`src/rtl/i2c_rcv_pkg.sv`:
```
package i2c_rcv_pkg;

    // Sequencer phases; each one lasts a single bus step.
    typedef enum logic [3:0] {
        RC_IDLE,
        RC_PRE_LO,    // SCL pulled, SDA released
        RC_PRE_REL,   // settle with SDA released before clocking
        RC_HIGH,      // SCL released, SDA read at end of step
        RC_LOW,       // SCL pulled again after a failed attempt
        RC_START,     // SDA pulled while SCL high
        RC_STOP_LO,   // SCL pulled, SDA still pulled
        RC_STOP_HI,   // SCL released, SDA still pulled
        RC_STOP_REL   // SDA released while SCL high
    } rec_state_e;

    typedef struct packed {
        logic scl_low;
        logic sda_low;
    } line_drive_t;

    function automatic line_drive_t drive_for(rec_state_e s);
        line_drive_t d;
        d.scl_low = 1'b0;
        d.sda_low = 1'b0;
        case (s)
            RC_PRE_LO, RC_PRE_REL, RC_LOW: d.scl_low = 1'b1;
            RC_START, RC_STOP_HI:          d.sda_low = 1'b1;
            RC_STOP_LO: begin
                d.scl_low = 1'b1;
                d.sda_low = 1'b1;
            end
            default: ;
        endcase
        return d;
    endfunction

endpackage

```
`src/rtl/bus_step_timer.sv`:
```
module bus_step_timer #(
    parameter int STEP_CYCLES = 625
) (
    input  logic clk,
    input  logic rst,
    input  logic run,
    output logic tick
);
    localparam int CNT_W = (STEP_CYCLES > 2) ? $clog2(STEP_CYCLES) : 1;
    localparam logic [CNT_W-1:0] LAST = CNT_W'(STEP_CYCLES - 1);

    logic [CNT_W-1:0] cnt;

    assign tick = run && (cnt == LAST);

    always_ff @(posedge clk) begin
        if (rst || !run || tick) begin
            cnt <= '0;
        end else begin
            cnt <= cnt + 1'b1;
        end
    end
endmodule

```
`src/rtl/line_sync.sv`:
```
module line_sync #(
    parameter int STAGES = 2
) (
    input  logic clk,
    input  logic rst,
    input  logic d,
    output logic q
);
    logic [STAGES-1:0] pipe;

    always_ff @(posedge clk) begin
        if (rst) begin
            pipe <= '1;
        end else begin
            pipe <= {pipe[STAGES-2:0], d};
        end
    end

    assign q = pipe[STAGES-1];
endmodule

```
`src/rtl/recover_fsm.sv`:
```
module recover_fsm
    import i2c_rcv_pkg::*;
#(
    parameter int MAX_TRIES = 32,
    parameter int TRY_W     = $clog2(MAX_TRIES + 1)
) (
    input  logic             clk,
    input  logic             rst,
    input  logic             start,
    input  logic             tick,
    input  logic             sda_seen,
    output logic             run,
    output line_drive_t      drive,
    output logic             done,
    output logic             ok,
    output logic             timed_out,
    output logic [TRY_W-1:0] tries
);
    localparam logic [TRY_W-1:0] LIMIT = TRY_W'(MAX_TRIES);

    rec_state_e state;

    assign run   = (state != RC_IDLE);
    assign drive = drive_for(state);

    always_ff @(posedge clk) begin
        if (rst) begin
            state     <= RC_IDLE;
            done      <= 1'b0;
            ok        <= 1'b0;
            timed_out <= 1'b0;
            tries     <= '0;
        end else begin
            done <= 1'b0;
            if (state == RC_IDLE) begin
                if (start) begin
                    state     <= RC_PRE_LO;
                    ok        <= 1'b0;
                    timed_out <= 1'b0;
                    tries     <= '0;
                end
            end else if (tick) begin
                case (state)
                    RC_PRE_LO:  state <= RC_PRE_REL;
                    RC_PRE_REL: begin
                        state <= RC_HIGH;
                        tries <= TRY_W'(1);
                    end
                    RC_HIGH:    state <= sda_seen ? RC_START : RC_LOW;
                    RC_LOW: begin
                        if (tries == LIMIT) begin
                            state     <= RC_IDLE;
                            done      <= 1'b1;
                            timed_out <= 1'b1;
                        end else begin
                            state <= RC_HIGH;
                            tries <= tries + 1'b1;
                        end
                    end
                    RC_START:    state <= RC_STOP_LO;
                    RC_STOP_LO:  state <= RC_STOP_HI;
                    RC_STOP_HI:  state <= RC_STOP_REL;
                    RC_STOP_REL: begin
                        state <= RC_IDLE;
                        done  <= 1'b1;
                        ok    <= 1'b1;
                    end
                    default:     state <= RC_IDLE;
                endcase
            end
        end
    end
endmodule

```
`src/rtl/i2c_bus_recover.sv`:
```
module i2c_bus_recover
    import i2c_rcv_pkg::*;
#(
    parameter int STEP_CYCLES = 625,
    parameter int MAX_TRIES   = 32,
    parameter int SYNC_STAGES = 2,
    localparam int TRY_W      = $clog2(MAX_TRIES + 1)
) (
    input  logic             clk,
    input  logic             rst,
    input  logic             start_i,
    input  logic             sda_i,
    output logic             scl_oe_o,
    output logic             sda_oe_o,
    output logic             busy_o,
    output logic             done_o,
    output logic             ok_o,
    output logic             timeout_o,
    output logic [TRY_W-1:0] tries_o
);
    logic        run;
    logic        tick;
    logic        sda_s;
    line_drive_t drive;

    line_sync #(.STAGES(SYNC_STAGES)) u_sync (
        .clk (clk),
        .rst (rst),
        .d   (sda_i),
        .q   (sda_s)
    );

    bus_step_timer #(.STEP_CYCLES(STEP_CYCLES)) u_timer (
        .clk  (clk),
        .rst  (rst),
        .run  (run),
        .tick (tick)
    );

    recover_fsm #(.MAX_TRIES(MAX_TRIES), .TRY_W(TRY_W)) u_fsm (
        .clk       (clk),
        .rst       (rst),
        .start     (start_i),
        .tick      (tick),
        .sda_seen  (sda_s),
        .run       (run),
        .drive     (drive),
        .done      (done_o),
        .ok        (ok_o),
        .timed_out (timeout_o),
        .tries     (tries_o)
    );

    assign scl_oe_o = drive.scl_low;
    assign sda_oe_o = drive.sda_low;
    assign busy_o   = run;
endmodule

```
`config.mk`:
```
export PLATFORM = sky130hd
export DESIGN_NAME = i2c_bus_recover
export DESIGN_NICKNAME = d
export VERILOG_FILES = /design/src/rtl/i2c_rcv_pkg.sv /design/src/rtl/bus_step_timer.sv /design/src/rtl/line_sync.sv /design/src/rtl/recover_fsm.sv /design/src/rtl/i2c_bus_recover.sv
export SDC_FILE = /design/constraint.sdc
export NUM_CORES = 1
export LEC_CHECK = 0
export BUFFER_PORTS_ARGS = -buffer_cell sky130_fd_sc_hd__buf_2
export CORE_UTILIZATION = 56
export CTS_CLUSTER_SIZE = 20
export DETAILED_ROUTE_END_ITERATION = 10
export GPL_ROUTABILITY_DRIVEN = 1
export PLACE_DENSITY_LB_ADDON = 0.05
export RECOVER_POWER = 50
export SETUP_SLACK_MARGIN = 0.2
export SYNTH_ARGS = -nofsm -noshare
export SYNTH_HDL_FRONTEND = slang
export SYNTH_SLANG_ARGS = --single-unit
```
`constraint.sdc`:
```
create_clock -name clk -period 2.2 [get_ports clk]
set_input_delay 0.11 -clock clk [delete_from_list [all_inputs] [get_ports clk]]
set_output_delay 0.11 -clock clk [all_outputs]
set_load 0.005 [all_outputs]
```
==> impl_results.md, run 1 <==
- Outcome: finished clean
- Sequential fraction of the synthesis area: 37.6%
- Core Rows: 17
- First-pass GRT wire length: 4850 µm
- Relative slew margins: 66.0%
- Worst setup EP type: register
- Clock latency on the worst-skew pair: 0.33 ns
- Area fraction of the dominant cell type after synthesis: 37.6%
- Mean Syn Cell Area: 8.23 µm²
- Clock Skew: 0.0220 ns
- Dpl ws: 0.202 ns
- Max clock buf depth: 2
- Critical path startpoint category: register
- Initial Util: 59.7%
- Initial antenna violation count: 0
- Final Max Tran Viols: 0
- Minimum clock period: 2.05 ns
- Slew @ Worst Pin: 0.511 ns
- Largest net degree at the start of global routing: 21
- Cell variety after synth: 39
- Antenna diodes: 0
- TritonCTS buffer count: 3
- Buf+Inv Stages, Crit Path: 0
- Hold WS: 0.111 ns
- RSZ-0062 raised after global routing: yes
- Hpwl dp: 2160 µm
- Max incr delay on CP: 0.47 ns
- Worst path required time: 2.47 ns
- CTS tree: done
- Yosys warns: 0
- Hold Path Class: in -> reg
- Worst-path clk slew: 0.16 ns
- Final setup viols: 0
- Routability Congestion: 0.855
- Overall Power: 748 µW
- Total number of vias: 1230
- Routed Antenna Nets: 0
- Max-Cap Viols: 0
- Final worst-path setup slack: 0.154 ns
- 1st-iter DRT viols: 29
- WS Path Type: reg -> reg
- Gate count after technology mapping: 162
- Final TNS setup: 0 ns
- GRT overflow: 0
- Final Util: 68.6%
- Clk pwr share: 28.9%
- Seq cells post-synth: 25
- Residual DRC: 0
- # Post-CTS Setup Buffers: 0
- Lkg Pwr: 0.564 nW
- Ports: 16
- Pwr/cell area: 488 nW/µm²
- Fmax: 489 MHz
- P_int: 558 µW
- Switch share: 25.4%
- Die X: 50.8 µm
- Crit-path cells: ha_1 -> or4bb_1 -> or4_1 -> o41a_1 -> o22ai_1
- Syn Std Cell Area: 1330 µm²
- Drt pass-1 iters: 4
- Crit path DAT: 2.32 ns
- Sequential share of power: 61.9%
- NumNets Final: 191
- TritonCTS Sinks: 25
- Crit-path max FO: 7
- Syn nets: 170
- Worst path slowest cell: dfxtp_1
- Routed WL: 3040 µm
- Wirelength per Cell: 14.5 µm
- Die H: 50.8 µm
- Kind of cell adding the most delay to the critical path: simple AND/OR/NAND/NOR gates
- Clk root buf: clkbuf_4
- Vias in the first global route: 1079
- Final hold violation count: 0
- GRT Total Usage: 24.9%
- Largest area contributor in the netlist: dfxtp_1
- P_sw: 190 µW
- Peak supply drop: 0.441 mV
- Share of layout cells above drive strength 1: 19.2%
- Via density per instance: 5.86
- Area Growth Syn to Fin: 14.9%
- Core region area: 2230 µm²
- Ranking of synthesized cells by area: dfxtp_1, nor2_1, ha_1
- Final period utilization: 93.0%
- Port bufs: 15
- Comb pwr share: 9.2%
- # H-tree levels: 1
- Die area: 2580 µm²
==> cell usage after synthesis (all sizes together) <==
cell	instances
a211o	2
a211oi	2
a21boi	1
a21oi	6
a221oi	4
a22o	1
a311o	1
a31oi	3
and3	6
buf	2
clkbuf	8
dfxtp	25
ha	4
inv	10
mux2i	2
nand2	7
nand2b	7
nand3	8
nand3b	1
nand4	3
nand4bb	1
nor2	18
nor2b	1
nor3	6
nor4	1
o21a	1
o21ai	3
o22ai	1
o31ai	1
o32ai	1
o41a	1
or2	4
or3	3
or3b	1
or4	5
or4b	1
or4bb	1
xnor2	5
xor2	4
==> area by class of cell <==
cell class	count	area, µm²
well taps	28	35.0
repair buffers	26	150
clock buffers	3	22.5
clock inverters	1	7.51
multi-input cells	117	774
fillers	196	702
inverters	10	37.5
flip-flops and latches	25	504
==> layer usage <==
metal | up-vias | part of all wire (%) | track usage [%]
met3 | 4 | 4.1 | 3.64
met1 | 564 | 49 | 34.4
met5 | - | 0 | 0
li1 | 618 | - | -
met2 | 44 | 45 | 40.2
met4 | 0 | 0.99 | 6.94
==> stage by stage <==
step | instances | cell area, µm²
after global placement | 205 | 1480
after global routing | 210 | 1530
after CTS | 210 | 1520
final | 210 | 1530
after floorplan | 162 | 1330
after detailed placement | 205 | 1480
==> power by group through the flow <==
stage                     Combinational (mW)  Clock [mW]  Sequential, mW
after floorplan                       0.0413           0           0.473
after global placement                0.0642           0           0.473
after detailed placement              0.0655           0           0.474
after CTS                             0.0673       0.217           0.464
after global routing                  0.0765       0.232           0.464
final                                 0.0688       0.216           0.463
==> repair_timing <==
item                       in CTS  in global routing
hold endpoints to repair        1                  0
cloned                          0                  0
pin swaps                       0                  2
hold buffers                    1                  0
setup endpoints to repair       4                  7
resized for setup               2                  9
==> sequential cells by signal, summed over array words and instances, names as in the netlist <==
register         count
u_fsm.done           1
u_fsm.ok             1
u_fsm.state          4
u_fsm.timed_out      1
u_fsm.tries          6
u_sync.pipe          2
u_timer.cnt         10
==> cells by family (layout without fill, tap and decap cells) <==
family | count (synthesis) | count (layout) | share of synthesized area [%]
compound gates | 28 | 28 | 14.9
xor+xnor | 9 | 9 | 5.92
fa+ha+maj | 4 | 4 | 3.76
buf+inv | 20 | 40 | 5.82
flops | 25 | 25 | 37.6
mux | 2 | 2 | 1.50
simple gates | 74 | 74 | 30.5
==> final timing paths <==
path / from / end / slack (ns) / cells past startpoint
worst max register to register: u_fsm.tries[0]$_SDFFE_PP0P_ / u_fsm.tries[2]$_SDFFE_PP0P_ / 0.15 / 5
worst min register to register: u_sync.pipe[0]$_SDFF_PP1_ / u_sync.pipe[1]$_SDFF_PP1_ / 0.42 / 1
worst max-delay path: u_fsm.tries[0]$_SDFFE_PP0P_ / u_fsm.tries[2]$_SDFFE_PP0P_ / 0.15 / 5
worst min-delay path: rst / u_fsm.ok$_SDFFE_PP0P_ / 0.11 / 2
==> placed cells by master, fill, tap and decap left out, types with 2 or more instances in the layout <==
cell / n
nand2b_1: 7
xnor2_1: 5
nand4_1: 3
nand3_1: 8
inv_1: 10
ha_1: 4
clkbuf_4: 3
o21ai_0: 3
or3_1: 3
a211o_1: 2
clkbuf_1: 4
buf_2: 13
mux2i_1: 2
a21oi_1: 5
xor2_1: 4
a211oi_1: 2
nor2_1: 18
a221oi_1: 4
a31oi_1: 3
and3_1: 6
nor3_1: 6
dfxtp_1: 24
buf_4: 8
nand2_1: 7
or2_2: 4
or4_1: 4
No activity file was read; power rests on OpenSTA's default activity.
==> inputs of run 2 (changes only) <==
--- a/config.mk
+++ b/config.mk
@@ -10,7 +10,7 @@
 export CTS_CLUSTER_SIZE = 20
 export DETAILED_ROUTE_END_ITERATION = 10
 export GPL_ROUTABILITY_DRIVEN = 1
-export PLACE_DENSITY_LB_ADDON = 0.05
+export PLACE_DENSITY = 0.84
 export RECOVER_POWER = 50
 export SETUP_SLACK_MARGIN = 0.2
 export SYNTH_ARGS = -nofsm -noshare
==> impl_results.md, run 2 (synthesis results as in run 1) <==
- Outcome: finished clean
- GRT overflow: 0 (unchanged)
- Overall Power: 743 µW (-0.67%)
- Antenna diodes: 0 (unchanged)
- Max incr delay on CP: 0.53 ns (+0.06 ns)
- First-pass GRT wire length: 4950 µm (+2.0%)
- Total number of vias: 1264 (+2.8%)
- Core Rows: 17 (unchanged)
- TritonCTS buffer count: 3 (unchanged)
- Final hold violation count: 0 (unchanged)
- Crit path DAT: 2.28 ns (-0.04 ns)
- Initial antenna violation count: 0 (unchanged)
- Final TNS setup: 0 ns (unchanged)
- Worst path required time: 2.47 ns (about the same)
- Ports: 16 (unchanged)
- Placed cell areas: 1470 µm² (-0.51%)
- Max clock buf depth: 2 (unchanged)
- Kind of cell adding the most delay to the critical path: simple AND/OR/NAND/NOR gates
- GRT Total Usage: 25.7% (+0.79 points)
- # H-tree levels: 1 (unchanged)
- Critical path startpoint category: register
- Routability Congestion: 0.866 (+1.3%)
- Slew @ Worst Pin: 0.715 ns (+0.205 ns)
- Clk root buf: clkbuf_4
- Fmax: 497 MHz (+1.7%)
- CTS tree: done
- Buf+Inv Stages, Crit Path: 0 (unchanged)
- Top reg by flops: u_timer.cnt
- Lkg Pwr: 0.601 nW (+6.4%)
- Post-Place Cells: 204 (-0.49%)
- P_int: 557 µW (-0.17%)
- Relative slew margins: 51.9% (-14 points)
- Core region area: 2230 µm² (unchanged)
- Biggest registers after layout: u_timer.cnt x10, u_fsm.tries x6, u_fsm.state x4
- Fin area: 1580 µm² (+3.2%)
- Via density per instance: 5.91 (+0.84%)
- Clk pwr share: 28.1% (-0.8 points)
- Residual DRC: 0 (unchanged)
- NumNets Final: 195 (+2.1%)
- Clock Skew: 0.00761 ns (-0.0144 ns)
- Largest net degree at the start of global routing: 21 (unchanged)
- Switch share: 25.0% (-0.38 points)
- Initial Util: 59.7% (unchanged)
- Worst setup EP type: register
- TritonCTS Sinks: 25 (unchanged)
- Worst-path clk slew: 0.14 ns (-0.02 ns)
- P_sw: 186 µW (-2.2%)
- Worst path slowest cell: or4b_4
- Commonest non-fill, non-tap cell in the layout: dfxtp_1
- Final period utilization: 91.4% (-1.6 points)
- Routed Antenna Nets: 0 (unchanged)
- Pwr/cell area: 470 nW/µm² (-3.7%)
- Sequential share of power: 62.3% (+0.4 points)
- Area Growth Syn to Fin: 18.6%
- Port bufs: 15 (unchanged)
- Max-Cap Viols: 0 (unchanged)
- Minimum clock period: 2.01 ns (-0.0351 ns)
- Final Util: 70.8% (+2.2 points)
- Crit-path max FO: 5 (-2)
- Drt pass-1 iters: 4 (unchanged)
- Die H: 50.8 µm (unchanged)
- Max reg flops: 10 (unchanged)
- Fillers: 175 (-11%)
- WS Path Type: reg -> reg
- Final setup viols: 0 (unchanged)
- Crit-path cells: or3b_4 -> or4_4 -> or4b_4 -> a21oi_2
- Clock latency on the worst-skew pair: 0.33 ns (about the same)
- Hpwl dp: 2110 µm (-2.3%)
- Die area: 2580 µm² (unchanged)
- Most frequent cells in the layout: dfxtp_1, nor2_1, buf_2
- RSZ-0062 raised after global routing: yes
- Vias in the first global route: 1130 (+4.7%)
- 1st-iter DRT viols: 56 (+93%)
- Peak supply drop: 0.397 mV (-10%)
- Comb pwr share: 9.6% (+0.4 points)
- Share of layout cells above drive strength 1: 24.2% (+5.0 points)
- Final Max Tran Viols: 0 (unchanged)
- Die X: 50.8 µm (unchanged)
- Wirelength per Cell: 14.8 µm (+2.5%)
- Routed WL: 3180 µm (+4.4%)
- Hold Path Class: in -> reg
- Fin cells: 214 (+1.9%)
## run 2: cell count changes in the layout (fill, tap and decap cells not counted), sizes merged
cell | previous run | this run
buf | 21 | 27
clkinvlp | 1 | 0
clkbuf | 7 | 5
clkinv | 0 | 1
## run 2: layout make-up
type	count	area [µm²]	area share, %
multi-input combinational	117	786	49.7
sequential	25	508	32.1
timing repair buffer	30	186	11.8
inverter	10	37.5	2.38
tap	28	35.0	2.22
clock buffer	3	22.5	1.43
clock inverter	1	5.00	0.317
## run 2: through the flow
| stage | setup WS (ns) | hold WS (ns) |
|---|---|---|
| 3_5_place_dp | 0.203 | 0.297 |
| 2_1_floorplan | 0.247 | 0.214 |
| 3_3_place_gp | 0.251 | 0.296 |
| 4_1_cts | 0.202 | 0.139 |
| 5_1_grt | 0.0820 | 0.166 |
| 6_report | 0.189 | 0.145 |
## run 2: timing repair
item                                   4_1_cts  5_1_grt
endpoints found under the hold margin        1        0
hold buffers                                 1        0
pin swaps                                    0        1
buffers inserted                             2        3
gates resized for setup                      2       16
setup endpoints to repair                    4       11
## run 2: layer usage
metal | track usage, % | up-vias | share of wire, %
met3 | 2.73 | 5 | 5.3
met1 | 32.0 | 593 | 46
li1 | - | 622 | -
met5 | 0 | - | 0
met2 | 44.4 | 44 | 47
met4 | 11.1 | 0 | 1.8
## run 2: power by group through the flow
stage	combinational [mW]	sequential [mW]	clock, mW
finish	0.0715	0.463	0.208
global route	0.0778	0.464	0.222
CTS	0.0659	0.465	0.212
detailed placement	0.0639	0.475	0
global placement	0.0622	0.475	0
floorplan	0.0413	0.473	0
## run 2: worst paths after layout
kind / to / startpoint / cells past startpoint / slack, ns
hold reg to reg: u_sync.pipe[1]$_SDFF_PP1_ / u_sync.pipe[0]$_SDFF_PP1_ / 1 / 0.45
hold / removal: u_fsm.ok$_SDFFE_PP0P_ / rst / 2 / 0.14
setup reg to reg: u_fsm.ok$_SDFFE_PP0P_ / u_timer.cnt[4]$_SDFF_PP0_ / 4 / 0.19
setup / recovery: u_fsm.ok$_SDFFE_PP0P_ / u_timer.cnt[4]$_SDFF_PP0_ / 4 / 0.19
==> inputs of run 3 (changes only) <==
--- a/config.mk
+++ b/config.mk
@@ -6,11 +6,14 @@
 export NUM_CORES = 1
 export LEC_CHECK = 0
 export BUFFER_PORTS_ARGS = -buffer_cell sky130_fd_sc_hd__buf_2
-export CORE_UTILIZATION = 56
+export CELL_PAD_IN_SITES_DETAIL_PLACEMENT = 1
+export CELL_PAD_IN_SITES_GLOBAL_PLACEMENT = 2
+export CORE_MARGIN = 3
+export CORE_UTILIZATION = 34
 export CTS_CLUSTER_SIZE = 20
 export DETAILED_ROUTE_END_ITERATION = 10
 export GPL_ROUTABILITY_DRIVEN = 1
-export PLACE_DENSITY = 0.84
+export PLACE_DENSITY = 0.85
 export RECOVER_POWER = 50
 export SETUP_SLACK_MARGIN = 0.2
 export SYNTH_ARGS = -nofsm -noshare
==> impl_results.md, run 3 (synthesis results as in run 1) <==
- Max incr delay on CP: 0.53 ns (about the same)
- Crit path DAT: 2.23 ns (-0.05 ns)
- Top reg by flops: u_timer.cnt
- Post-Place Cells: 227 (+11%)
- Hold Path Class: in -> reg
- 1st-iter DRT viols: 92 (+64%)
- CTS tree: done
- Worst setup EP type: register
- RSZ-0062 raised after global routing: yes
- Routed Antenna Nets: 0 (unchanged)
- Drt pass-1 iters: 4 (unchanged)
- Vias in the first global route: 1243 (+10%)
- Routability Congestion: 0.793 (-8.5%)
- Core region area: 3720 µm² (+66%)
- Final setup viols: 0 (unchanged)
- Worst path slowest cell: or4_1
- Worst path required time: 2.39 ns (-0.08 ns)
- Die area: 4710 µm² (+83%)
- TritonCTS buffer count: 3 (unchanged)
- Max reg flops: 10 (unchanged)
- Final TNS setup: 0 ns (unchanged)
- Final hold violation count: 0 (unchanged)
- Wirelength per Cell: 15.2 µm (+2.4%)
- Clock Skew: 0.00646 ns (-0.00115 ns)
- Final period utilization: 92.3% (+0.96 points)
- Hpwl dp: 2480 µm (+18%)
- Clk root buf: clkbuf_8
- Routed WL: 3570 µm (+12%)
- Total number of vias: 1258 (-0.47%)
- Residual DRC: 0 (unchanged)
- Clock latency on the worst-skew pair: 0.28 ns (-0.05 ns)
- Via density per instance: 5.35 (-9.4%)
- NumNets Final: 196 (+0.51%)
- Final worst-path setup slack: 0.168 ns (-0.0212 ns)
- Dpl ws: 0.146 ns (-0.0567 ns)
- First-pass GRT wire length: 5870 µm (+19%)
- Commonest non-fill, non-tap cell in the layout: dfxtp_1
- Peak supply drop: 0.357 mV (-10%)
- Slew @ Worst Pin: 0.832 ns (+0.116 ns)
- Max-Cap Viols: 0 (unchanged)
- Initial antenna violation count: 0 (unchanged)
- Most frequent cells in the layout: dfxtp_1, nor2_1, clkbuf_1, buf_4, inv_1
- Final Max Tran Viols: 0 (unchanged)
- Largest net degree at the start of global routing: 21 (unchanged)
- Antenna diodes: 0 (unchanged)
- TritonCTS Sinks: 25 (unchanged)
- Critical path startpoint category: register
- GRT Total Usage: 16.6% (-9.1 points)
- Register area: 505 µm² (-0.49%)
- # H-tree levels: 1 (unchanged)
- Fin cells: 235 (+9.8%)
- WS Path Type: reg -> reg
- Crit-path max FO: 7 (+2)
- Initial Util: 35.9% (-24 points)
- Overall Power: 821 µW (+11%)
- Die H: 68.6 µm (+35%)
- Ports: 16 (unchanged)
- GRT overflow: 0 (unchanged)
- Worst-path clk slew: 0.10 ns (-0.04 ns)
- Pwr/cell area: 510 nW/µm² (+8.6%)
- Die X: 68.6 µm (+35%)
- Multi-input gate area: 788 µm² (+0.32%)
- Core Rows: 22 (+5)
- Lkg Pwr: 0.571 nW (-4.9%)
- Port bufs: 15 (unchanged)
- Crit-path cells: or3b_4 -> buf_4 -> or3_1 -> or4_1 -> o31ai_1
- Relative slew margins: 44.6% (-7.3 points)
- Share of layout cells above drive strength 1: 20.3% (-3.9 points)
- Biggest registers after layout: u_timer.cnt x10, u_fsm.tries x6, u_fsm.state x4
- Area Growth Syn to Fin: 20.8%
- Outcome: finished clean
- Minimum clock period: 2.03 ns (+0.0212 ns)
- Max clock buf depth: 2 (unchanged)
- Post-CTS Hold Buffers: 0 (-1)
- Fmax: 492 MHz (-1.0%)
- Fillers: 463 (+160%)
## run 3: cell types whose count changed in the layout (fill, tap and decap cells not counted), sizes merged
cell / change
clkinv: -1
clkbuf: +9
clkinvlp: +1
dlygate4sd3: -1
buf: -7
## run 3: what timing repair did
| action | 4_1_cts | 5_1_grt |
|---|---|---|
| pin swaps | 0 | 1 |
| gates resized for setup | 2 | 13 |
| gates cloned | 0 | 0 |
| setup endpoints to repair | 6 | 7 |
| setup buffers | 0 | 4 |
## run 3: final cells by class
class,count,area share (%)
Tap cell,48,3.73
Sequential cell,25,31.4
Timing Repair Buffer,31,10.5
Clock buffer,3,2.57
Inverter,10,2.33
Clock inverter,1,0.467
Multi-Input combinational cell,117,49.0
## run 3: critical path, delay by kind of cell (launching register included)
family	cells	cell delay, ns
AND/OR/NAND/NOR	3	1.36
flip-flops	1	0.36
buffers and inverters	1	0.15
AO/OA/AOI/OAI	1	0.08
## run 3: final timing paths
kind              cells past startpoint                          end  slack (ns)                      start
setup / recovery                      5  u_fsm.tries[5]$_SDFFE_PP0P_        0.17  u_timer.cnt[2]$_SDFF_PP0_
hold / removal                        2    u_sync.pipe[0]$_SDFF_PP1_        0.02                      sda_i
setup reg to reg                      5  u_fsm.tries[5]$_SDFFE_PP0P_        0.17  u_timer.cnt[2]$_SDFF_PP0_
hold reg to reg                       1    u_sync.pipe[1]$_SDFF_PP1_        0.42  u_sync.pipe[0]$_SDFF_PP1_
## run 3: report_power, final
group	total, mW	internal (mW)	switching (mW)
combinational	0.0713	0.0301	0.0413
clock	0.289	0.129	0.161
sequential	0.461	0.457	0.00359
total	0.821	0.616	0.206
## run 3: layer usage
| layer | vias up | global-route usage [%] | part of all wire, % |
|---|---|---|---|
| met5 | - | 0 | 0 |
| met1 | 606 | 20.5 | 46 |
| met4 | 0 | 6.20 | 2.0 |
| li1 | 622 | - | - |
| met2 | 22 | 28.4 | 49 |
| met3 | 8 | 2.92 | 2.9 |
## run 3: through the flow
| stage | cell area, µm² | hold WS, ns | utilization [%] |
|---|---|---|---|
| floorplan | 1330 | 0.214 | - |
| global placement | 1520 | 0.297 | 40.8 |
| detailed placement | 1520 | 0.303 | 40.8 |
| CTS | 1580 | 0.0146 | 42.4 |
| global route | 1610 | 0.00844 | 43.3 |
| finish | 1610 | 0.0163 | 43.3 |
